$ cat config.mk
export PLATFORM = sky130hd
export DESIGN_NAME = hdlc_dl_tx
export DESIGN_NICKNAME = d
export VERILOG_FILES = /design/src/rtl/hdlc_dl_pkg.sv /design/src/rtl/hdlc_dl_datapath.sv /design/src/rtl/hdlc_dl_ctrl.sv /design/src/rtl/hdlc_dl_tx.sv
export SDC_FILE = /design/constraint.sdc
export NUM_CORES = 2
export LEC_CHECK = 0
export ABC_AREA = 1
export BUFFER_PORTS_ARGS = -buffer_cell sky130_fd_sc_hd__buf_4
export CELL_PAD_IN_SITES_DETAIL_PLACEMENT = 1
export CELL_PAD_IN_SITES_GLOBAL_PLACEMENT = 1
export CORE_AREA = 3 3 332 334
export CTS_CLUSTER_DIAMETER = 30
export DETAILED_ROUTE_END_ITERATION = 6
export DIE_AREA = 0 0 335 337
export PLACE_DENSITY = 0.64
export REMOVE_ABC_BUFFERS = 1
export SLEW_MARGIN = 25
export SYNTH_ARGS = -nofsm -noshare
export SYNTH_HDL_FRONTEND = slang
export SYNTH_SLANG_ARGS = --single-unit
$ cat constraint.sdc
create_clock -name clk -period 14.75 [get_ports clk]
set_input_delay 2.2125 -clock clk [delete_from_list [all_inputs] [get_ports clk]]
set_output_delay 2.2125 -clock clk [all_outputs]
set_load 0.05 [all_outputs]
$ cat src/rtl/hdlc_dl_pkg.sv
package hdlc_dl_pkg;

  localparam logic [7:0]  FLAG_BYTE = 8'h7E;
  localparam logic [15:0] CRC_PRESET = 16'hFFFF;
  // x^16+x^12+x^5+1, bit-reversed for LSB-first processing
  localparam logic [15:0] CRC_POLY_REV = 16'h8408;
  localparam int          RUN_LIMIT = 5;

  // control register bit positions
  localparam int CB_START  = 0;
  localparam int CB_BUSY   = 1;
  localparam int CB_IRQEN  = 2;
  localparam int CB_IRQST  = 3;

  typedef enum logic [2:0] {
    PH_IDLE,
    PH_OPEN,
    PH_BODY,
    PH_FCS,
    PH_CLOSE
  } phase_e;

  typedef enum logic [1:0] {
    SRC_STORE,
    SRC_FCS,
    SRC_FLAG
  } src_e;

  // strobes from control to datapath
  typedef struct packed {
    logic       load;       // new frame: preset CRC, clear ones run
    logic       emitBit;    // shift out the selected bit
    logic       stuffZero;  // shift out an inserted zero
    logic       crcUpd;     // fold emitted bit into CRC
    logic       countOnes;  // emitted bit takes part in stuffing
    src_e       src;
    logic [2:0] bitSel;
  } dpCmd_t;

endpackage

$ cat src/rtl/hdlc_dl_datapath.sv
module hdlc_dl_datapath
  import hdlc_dl_pkg::*;
#(
  parameter int BUF_BYTES = 86,
  parameter int IDX_W     = 7
) (
  input  logic             clk,
  input  logic             rst,
  input  logic             storeWr,
  input  logic [IDX_W-1:0] storeAddr,
  input  logic [7:0]       storeData,
  output logic [7:0]       storeRdData,
  input  dpCmd_t           cmd,
  input  logic [IDX_W-1:0] byteSel,
  output logic             onesFull,
  output logic             txBit
);

  localparam int RUN_W = $clog2(RUN_LIMIT + 1);

  logic [7:0]       store [BUF_BYTES];
  logic [15:0]      crc;
  logic [RUN_W-1:0] onesRun;
  logic [7:0]       curByte;
  logic [7:0]       storeByte;
  logic [15:0]      fcsWord;
  logic             curBit;

  function automatic logic [15:0] crcStep(input logic [15:0] c, input logic b);
    logic fb;
    fb = c[0] ^ b;
    return {1'b0, c[15:1]} ^ (fb ? CRC_POLY_REV : 16'h0000);
  endfunction

  // message store, one write port and two read ports
  genvar gi;
  generate
    for (gi = 0; gi < BUF_BYTES; gi++) begin : g_loc
      always_ff @(posedge clk) begin
        if (storeWr && (storeAddr == IDX_W'(gi)))
          store[gi] <= storeData;
      end
    end
  endgenerate

  always_comb begin
    storeRdData = 8'h00;
    storeByte   = 8'h00;
    for (int i = 0; i < BUF_BYTES; i++) begin
      if (storeAddr == IDX_W'(i)) storeRdData = store[i];
      if (byteSel == IDX_W'(i))   storeByte   = store[i];
    end
  end

  assign fcsWord = ~crc;

  always_comb begin
    unique case (cmd.src)
      SRC_STORE: curByte = storeByte;
      SRC_FCS:   curByte = byteSel[0] ? fcsWord[15:8] : fcsWord[7:0];
      default:   curByte = FLAG_BYTE;
    endcase
    curBit = curByte[cmd.bitSel];
  end

  assign onesFull = (onesRun == RUN_W'(RUN_LIMIT));

  always_ff @(posedge clk) begin
    if (rst) begin
      crc     <= CRC_PRESET;
      onesRun <= '0;
      txBit   <= 1'b1;
    end else if (cmd.load) begin
      crc     <= CRC_PRESET;
      onesRun <= '0;
    end else if (cmd.stuffZero) begin
      txBit   <= 1'b0;
      onesRun <= '0;
    end else if (cmd.emitBit) begin
      txBit <= curBit;
      if (cmd.crcUpd)
        crc <= crcStep(crc, curBit);
      if (cmd.countOnes && curBit)
        onesRun <= onesRun + 1'b1;
      else
        onesRun <= '0;
    end
  end

endmodule

$ cat src/rtl/hdlc_dl_ctrl.sv
module hdlc_dl_ctrl
  import hdlc_dl_pkg::*;
#(
  parameter int BUF_BYTES = 86,
  parameter int IDX_W     = 7
) (
  input  logic             clk,
  input  logic             rst,
  input  logic             ctrlWr,
  input  logic             ctrlRd,
  input  logic             wrStart,
  input  logic             wrIrqEn,
  input  logic             bitSlot,
  input  logic             onesFull,
  output dpCmd_t           cmd,
  output logic [IDX_W-1:0] byteSel,
  output logic             busy,
  output logic             irqEn,
  output logic             irqStatus,
  output logic             irqN
);

  localparam logic [IDX_W-1:0] LAST_LOC  = IDX_W'(BUF_BYTES - 1);
  localparam logic [IDX_W-1:0] FIRST_MSG = IDX_W'(1);

  phase_e           phase;
  logic [2:0]       bitIdx;
  logic [IDX_W-1:0] byteIdx;
  logic             startReq;
  logic             stuffPhase;
  logic             lastBit;
  logic             frameDone;

  assign busy       = (phase != PH_IDLE);
  assign startReq   = ctrlWr && wrStart && !busy;
  assign stuffPhase = (phase == PH_BODY) || (phase == PH_FCS) || (phase == PH_CLOSE);
  assign lastBit    = (bitIdx == 3'd7);
  assign byteSel    = byteIdx;

  always_comb begin
    cmd           = '0;
    cmd.load      = startReq;
    cmd.bitSel    = bitIdx;
    cmd.crcUpd    = (phase == PH_OPEN) || (phase == PH_BODY);
    cmd.countOnes = (phase == PH_BODY) || (phase == PH_FCS);
    unique case (phase)
      PH_FCS:   cmd.src = SRC_FCS;
      PH_CLOSE: cmd.src = SRC_FLAG;
      default:  cmd.src = SRC_STORE;
    endcase
    if (bitSlot && busy) begin
      if (stuffPhase && onesFull) cmd.stuffZero = 1'b1;
      else                        cmd.emitBit   = 1'b1;
    end
  end

  assign frameDone = cmd.emitBit && lastBit && (phase == PH_CLOSE);

  always_ff @(posedge clk) begin
    if (rst) begin
      phase   <= PH_IDLE;
      bitIdx  <= '0;
      byteIdx <= '0;
    end else if (startReq) begin
      phase   <= PH_OPEN;
      bitIdx  <= '0;
      byteIdx <= '0;
    end else if (cmd.emitBit) begin
      bitIdx <= bitIdx + 1'b1;
      if (lastBit) begin
        unique case (phase)
          PH_OPEN: begin
            phase   <= PH_BODY;
            byteIdx <= FIRST_MSG;
          end
          PH_BODY: begin
            if (byteIdx == LAST_LOC) begin
              phase   <= PH_FCS;
              byteIdx <= '0;
            end else begin
              byteIdx <= byteIdx + 1'b1;
            end
          end
          PH_FCS: begin
            if (byteIdx[0]) begin
              phase   <= PH_CLOSE;
              byteIdx <= '0;
            end else begin
              byteIdx <= byteIdx + 1'b1;
            end
          end
          default: phase <= PH_IDLE;
        endcase
      end
    end
  end

  always_ff @(posedge clk) begin
    if (rst) begin
      irqEn     <= 1'b0;
      irqStatus <= 1'b0;
    end else begin
      if (ctrlWr)
        irqEn <= wrIrqEn;
      if (frameDone)
        irqStatus <= 1'b1;
      else if (ctrlRd)
        irqStatus <= 1'b0;
    end
  end

  assign irqN = !(irqStatus && irqEn);

endmodule

$ cat src/rtl/hdlc_dl_tx.sv
module hdlc_dl_tx
  import hdlc_dl_pkg::*;
#(
  parameter int BUF_BYTES = 86,
  parameter int ADDR_W    = $clog2(BUF_BYTES + 1)
) (
  input  logic              clk,
  input  logic              rst,
  input  logic              wrEn,
  input  logic              rdEn,
  input  logic [ADDR_W-1:0] addr,
  input  logic [7:0]        wrData,
  output logic [7:0]        rdData,
  input  logic              bitSlot,
  output logic              txOut,
  output logic              irqN
);

  localparam logic [ADDR_W-1:0] CTRL_ADDR = ADDR_W'(BUF_BYTES);

  dpCmd_t            cmd;
  logic [ADDR_W-1:0] byteSel;
  logic              onesFull;
  logic              busy;
  logic              irqEn;
  logic              irqStatus;
  logic [7:0]        storeRdData;
  logic              ctrlSel;
  logic              storeSel;
  logic [7:0]        ctrlWord;

  assign ctrlSel  = (addr == CTRL_ADDR);
  assign storeSel = (addr < CTRL_ADDR);

  always_comb begin
    ctrlWord           = 8'h00;
    ctrlWord[CB_BUSY]  = busy;
    ctrlWord[CB_IRQEN] = irqEn;
    ctrlWord[CB_IRQST] = irqStatus;
  end

  assign rdData = ctrlSel ? ctrlWord : (storeSel ? storeRdData : 8'h00);

  hdlc_dl_ctrl #(.BUF_BYTES(BUF_BYTES), .IDX_W(ADDR_W)) u_ctrl (
    .clk      (clk),
    .rst      (rst),
    .ctrlWr   (wrEn && ctrlSel),
    .ctrlRd   (rdEn && ctrlSel),
    .wrStart  (wrData[CB_START]),
    .wrIrqEn  (wrData[CB_IRQEN]),
    .bitSlot  (bitSlot),
    .onesFull (onesFull),
    .cmd      (cmd),
    .byteSel  (byteSel),
    .busy     (busy),
    .irqEn    (irqEn),
    .irqStatus(irqStatus),
    .irqN     (irqN)
  );

  hdlc_dl_datapath #(.BUF_BYTES(BUF_BYTES), .IDX_W(ADDR_W)) u_dp (
    .clk        (clk),
    .rst        (rst),
    .storeWr    (wrEn && storeSel),
    .storeAddr  (addr),
    .storeData  (wrData),
    .storeRdData(storeRdData),
    .cmd        (cmd),
    .byteSel    (byteSel),
    .onesFull   (onesFull),
    .txBit      (txOut)
  );

endmodule

Yosys cells after proc, flatten, opt, wreduce, memory -nomap -nowiden
Memories as Yosys holds them, arrays and structs flattened.
Index checks and enable logic that the tools add are counted.
{"block": "totals", "regBits": 35, "mem_bits_rw": 688, "in_bits": 20, "word_cells": 1029, "mem_count": 1}
{"memory": "u_dp.store", "words": 86, "word_bits": 8, "rd": 86, "rd_ports_with_merged_regs": 0, "write_ports": 1, "line_no": "hdlc_dl_datapath.sv:21", "rtl": "logic [7:0] store [BUF_BYTES];"}
{"block": "op_classes", "n_eq_ne": 182, "bitwise_logic": 5, "addsub": 3, "reduce_logical": 203, "magnitude_cmp": 2, "muxes": 624}
{"cell": "2-to-1 mux 8 bit", "count": 260}
{"cell": "OR reduction 8 bit", "count": 85}
{"cell": "2-to-1 mux 7 bit", "count": 87}
{"cell": "equality test 7 x 6 -> 1 bit (second input constant)", "count": 64}
{"cell": "equality test 7 bit (second input constant)", "count": 45}
{"cell": "2-to-1 mux 1 bit", "count": 267}
{"cell": "equality test 7 x 5 -> 1 bit (second input constant)", "count": 32}
{"cell": "equality test 7 x 4 -> 1 bit (second input constant)", "count": 16}
{"cell": "logical AND 1 bit", "count": 97}
{"cell": "equality test 7 x 3 -> 1 bit (second input constant)", "count": 8}
{"cell": "equality test 7 x 2 -> 1 bit (second input constant)", "count": 4}
{"cell": "case mux 7 bit (3 select lines)", "count": 1}
{"cell": "2-to-1 mux 16 bit", "count": 1}
{"cell": "inverter 16 bit", "count": 1}
{"cell": "case mux 8 bit (2 select lines)", "count": 1}
{"cell": "bitwise XOR 15 x 16 -> 16 bit", "count": 1}
{"cell": "equality test 7 x 1 -> 1 bit (second input constant)", "count": 2}
{"cell": "zero test 7 bit", "count": 2}
{"cell": "equality test 3 bit (second input constant)", "count": 3}
{"cell": "2-to-1 mux 3 bit", "count": 3}
{"cell": "case mux 3 bit (3 select lines)", "count": 1}
{"cell": "AND reduction 4 bit", "count": 2}
{"cell": "nonzero test 2 bit", "count": 4}
{"cell": "adder 7 x 1 -> 7 bit (second input constant)", "count": 1}
{"cell": "23 further kinds", "count": 31}

Logic depth before layout (Yosys ltp)
{"block": "logic_depth", "depth_word": 93, "ltp_mapped": 108, "mapped_depth_nobuf": 108}

Modules after synthesis
Synthesis repeated with hierarchy kept, for this count alone.
{"block": "hier_totals", "hier_cells": 4150, "area_unflattened_um2": 36207.2}
{"mod": "hdlc_dl_datapath", "instances": 1, "area_per_inst_um2": 35053.6, "seq_area_each_um2": 21060.2, "cells_per_inst": 3959}
{"mod": "hdlc_dl_ctrl", "instances": 1, "area_per_inst_um2": 954.7, "seq_area_each_um2": 300.3, "cells_per_inst": 147}
{"mod": "hdlc_dl_tx", "instances": 1, "area_per_inst_um2": 198.9, "seq_area_each_um2": 0.0, "cells_per_inst": 44}

Worst setup path after synthesis
No wires, ideal clock.
{"block": "synth_path", "kind": "input to output", "start": "input addr[4]", "end": "output rdData[4]", "path_buffers": 1, "cell_stages": 61, "slack_ns": 4.919, "arrival_ns": 7.619, "path_cell_list": "inv_1 > nand2_1 > nor2_1 > inv_1 > clkbuf_1 > nor2_1 > inv_1 > o21ai_0 > o211ai_1 > o21ai_0 > o211ai_1 > o21ai_0 > o211ai_1 > a221oi_1 > o2111ai_1 > o21ai_0 > o2111ai_1 > a21oi_1 > [... 25 more ...] > nand2_1 > nand4_1 > nand2_1 > nand3_1 > nand2_1 > nand3_1 > nand2_1 > nand3_1 > nand2_1 > nand3_1 > nand2_1 > nand3_1 > nand2_1 > nand3_1 > nand2_1 > nand4_1 > nand2_1 > a21oi_1"}
{"block": "synth_via", "elab_chain_cells": 89, "word_cells_on_any_way": 176, "classes_between": "1 x order compare; 86 x eq/ne; 88 x mux; 1 x reduce/logical"}
{"item": "start: declaration", "line_no": "hdlc_dl_tx.sv:11", "rtl": "input logic [ADDR_W-1:0] addr,"}
{"item": "zero test 7 bit", "line_no": "hdlc_dl_datapath.sv:50", "rtl": "if (storeAddr == IDX_W'(i)) storeRdData = store[i];"}
{"item": "2-to-1 mux 8 bit (86 in series)", "line_no": "hdlc_dl_datapath.sv:50"}
{"item": "2-to-1 mux 8 bit", "line_no": "hdlc_dl_tx.sv:42", "rtl": "assign rdData = ctrlSel ? ctrlWord : (storeSel ? storeRdData : 8'h00);"}
{"item": "2-to-1 mux 8 bit (*)", "line_no": "hdlc_dl_tx.sv:42"}
{"item": "end: declaration", "line_no": "hdlc_dl_tx.sv:13", "rtl": "output logic [7:0] rdData,"}
Mark *: on every way between the ends. The rest lies on a longest branch, timed or not.

Worst setup path in the final report
{"block": "layout_path", "start": "input addr[5]", "end": "output rdData[7]"}
The elaborated chain is that of the path after synthesis.

==> reports/results.tsv <==
metric	value	unit
netlist.area_leader.share	0.5518	
firstDrtPassIters	5	
clkPwrFrac	0.610	
rsz0062_at_grt	no	
swShare	0.2283	
drc	0	
worst_slew_pin_slew	1.109	ns
clk_pin_slew	0.04	ns
cp.required	12.54	ns
fin_skew	0.02641	ns
end_kind	output pin	
p_switching	1.450	mW
timing.setup.tns	0	ns
gr-total-overflow	0	
vias_per_cell	5.188	
via_count	31980	
synth_top_area_cell	edfxtp_1	
pin_count	30	
netlist_instances	4437	
start_util	0.3492	
synth.distinct_cells	39	
insertion_delay	0.76	ns
root_buffer	clkbuf_16	
grt_usage	0.2370	
cts_tree	yes	
final-hold-violation-count	0	
final_nets	4641	
period_needed	12.83	ns
r2r_setup_slack	5.17	ns
areaGrowthSynthToFinish	21.65	%
worstSetupPathType	in2out	
synthArstFlopShare	0	
cts_resized	0	
setup-violations-final	0	
finalCritPeriodShare	0.8698	
syn_area_per_cell	8.438	um^2
maxSlewHeadroom	0.2579	
holdCritPathClass	reg2reg	
synth_area_leaders	edfxtp_1 (55%), nand2_1 (15%), inv_1 (6.1%)	
die_h	337	um
synth_ff_type	edfxtp_1	
cts_inserted_buffers	176	
clock_path_buffers	3	
power.density	139.4	nW/um^2
arrival	10.62	ns
slew_viol_final	0	
fp.dieW	335	um
yosysWarnings	0	
cts_setup_buffers	0	
crit_buf_inv	6	
worstPathMaxFanout	15	
postCtsHoldBufs	0	
cts_sinks	723	
grt_pass1_vias	33450	
ant_nets	0	
grt_util_met3	0.03512	
wl_per_cell	21.93	um
ys_seq_area_frac	0.5706	
synth_area	37440	um^2
final_core_util	0.4248	
power	6.350	mW
wl	135200	um
core_area	107200	um^2
num_rows	120	
grt_pass1_wl	204700	um
io_buffer_count	29	
routabilityCongestion	0.9022	
ys_seq_elements	723	
busiest_layer	met2	
hpwl	92800	um
path_common_cell	nand2_1	
start_kind	input port	
drive_above_1_share	0.1051	
antenna_found_initial	1	
p_int	4.901	mW
power.leakage	18.14	nW
h-tree-depth	4	
seq_power_share	0.356	
crit_family	compound AO/OA/AOI/OAI gates	
max_stage_delay	0.57	ns
grt_util_met2	0.3842	
max_freq	77.94	MHz
outcome	complete, no violations	
synth_edf_count	688	
slowest_stage	nor2_1	
drt_iter0_drc	2338	
maxCapViolations	0	
grt_start_max_net_pins	81	
share_comb_of_total_power	0.034	
use_met1	0.3240	
vdd_drop_max	0.1072	mV
fill_cells	12590	
die-area	112900	um^2
## synthesized netlist by cell type, drive strengths merged (10+ instances only)
cell type / count
nor3: 12
o22ai: 13
clkinv: 14
a211oi: 10
o2111ai: 36
a21oi: 454
buf: 16
nor2: 395
nand2: 1460
o21ai: 237
or2: 68
a221oi: 14
dfxtp: 35
edfxtp: 688
clkbuf: 91
nand4: 34
nand3: 174
inv: 626
o211ai: 29
## power groups by stage
stage          clock, mW  sequential [mW]  combinational, mW
6_report            3.87             2.26              0.215
3_3_place_gp           0             2.30              0.213
4_1_cts             3.92             2.26              0.217
2_1_floorplan          0             2.30             0.0996
3_5_place_dp           0             2.30              0.215
5_1_grt             4.03             2.26              0.235
## sequential cells by signal, indices dropped and copies added, names as in the netlist
name and count:
u_dp.crc 16, u_ctrl.irqStatus 1, u_dp.store 688, u_dp.onesRun 3, u_ctrl.phase 3, u_ctrl.byteSel 7
u_ctrl.bitIdx 3, u_dp.txBit 1, u_ctrl.irqEn 1
## cell type report
| cell class | count | area, um^2 | share of cell area |
|---|---|---|---|
| Sequential cell | 723 | 21360 | 0.4690 |
| Multi-Input combinational cell | 2967 | 13250 | 0.2910 |
| Clock buffer | 193 | 4542 | 0.09973 |
| Inverter | 640 | 2402 | 0.05275 |
| Tap cell | 1403 | 1755 | 0.03854 |
| Clock inverter | 132 | 1426 | 0.03132 |
| Timing Repair Buffer | 104 | 797.0 | 0.01750 |
| Antenna cell | 2 | 5.005 | 0.0001099 |
## tightest hold or removal path, stage by stage, from the launching register on
cell and delay [ns]:
dfxtp_1 0.32, nand2_1 0.07, a21oi_1 0.05
## layout by cell type, fill, tap and decap left out, types with 17 or more instances in the layout
cell type / synthesis / routed
clkinv_1: 14 / 43
edfxtp_1: 688 / 688
nand2_1: 1453 / 1452
or2_2: 67 / 67
o21ai_0: 229 / 229
buf_4: 3 / 102
dfxtp_1: 35 / 35
inv_1: 613 / 613
o2111ai_1: 36 / 36
clkbuf_16: 0 / 179
nor2_2: 7 / 17
nand3_1: 171 / 171
clkinv_2: 0 / 22
inv_6: 0 / 17
o211ai_1: 29 / 29
a21oi_1: 454 / 454
nor2_1: 383 / 373
bufinv_16: 0 / 21
clkinvlp_4: 0 / 20
nand4_1: 34 / 34
## kinds of logic (layout without fill, tap and decap cells)
family                     count (synthesis)  in the layout  share of synthesized area
xor gates and xnor gates                   2              2                  0.0004680
and+or+nand+nor                         2152           2152                     0.2333
adders and majority gates                  9              9                   0.003008
DFF                                      723            723                     0.5705
AOI/OAI and AO/OA                        804            804                     0.1164
other                                      0              2                          0
buffers and inverters                    747           1069                    0.07630
## path summary, 6_finish.rpt
path	startpoint	end	cells after the start
max	addr[5]	rdData[7]	65
min	u_ctrl.irqStatus$_SDFFE_PP0P_	u_ctrl.irqStatus$_SDFFE_PP0P_	2
max reg2reg	u_ctrl.byteSel[0]$_SDFFE_PP0P_	u_dp.onesRun[2]$_SDFFE_PP0P_	101
min reg2reg	u_ctrl.irqStatus$_SDFFE_PP0P_	u_ctrl.irqStatus$_SDFFE_PP0P_	2
## layer usage
layer	vias up	routed length [um]
met5	-	82
met4	2	4003
met3	227	6483
met2	877	62540
met1	15790	62070
li1	15080	-
## metrics by stage
stage | setup slack [ns] | std cells | cell area, um^2 | hold slack, ns
detailed placement | 1.995 | 5837 | 39550 | 0.4777
global placement | 2.155 | 5836 | 39520 | 0.4706
global route | 0.8538 | 6164 | 45540 | 0.5083
finish | 1.920 | 6164 | 45540 | 0.4855
CTS | 1.961 | 6162 | 45520 | 0.4904
floorplan | 4.481 | 4330 | 36980 | 0.4459
Power figures use the tool's default switching activity.
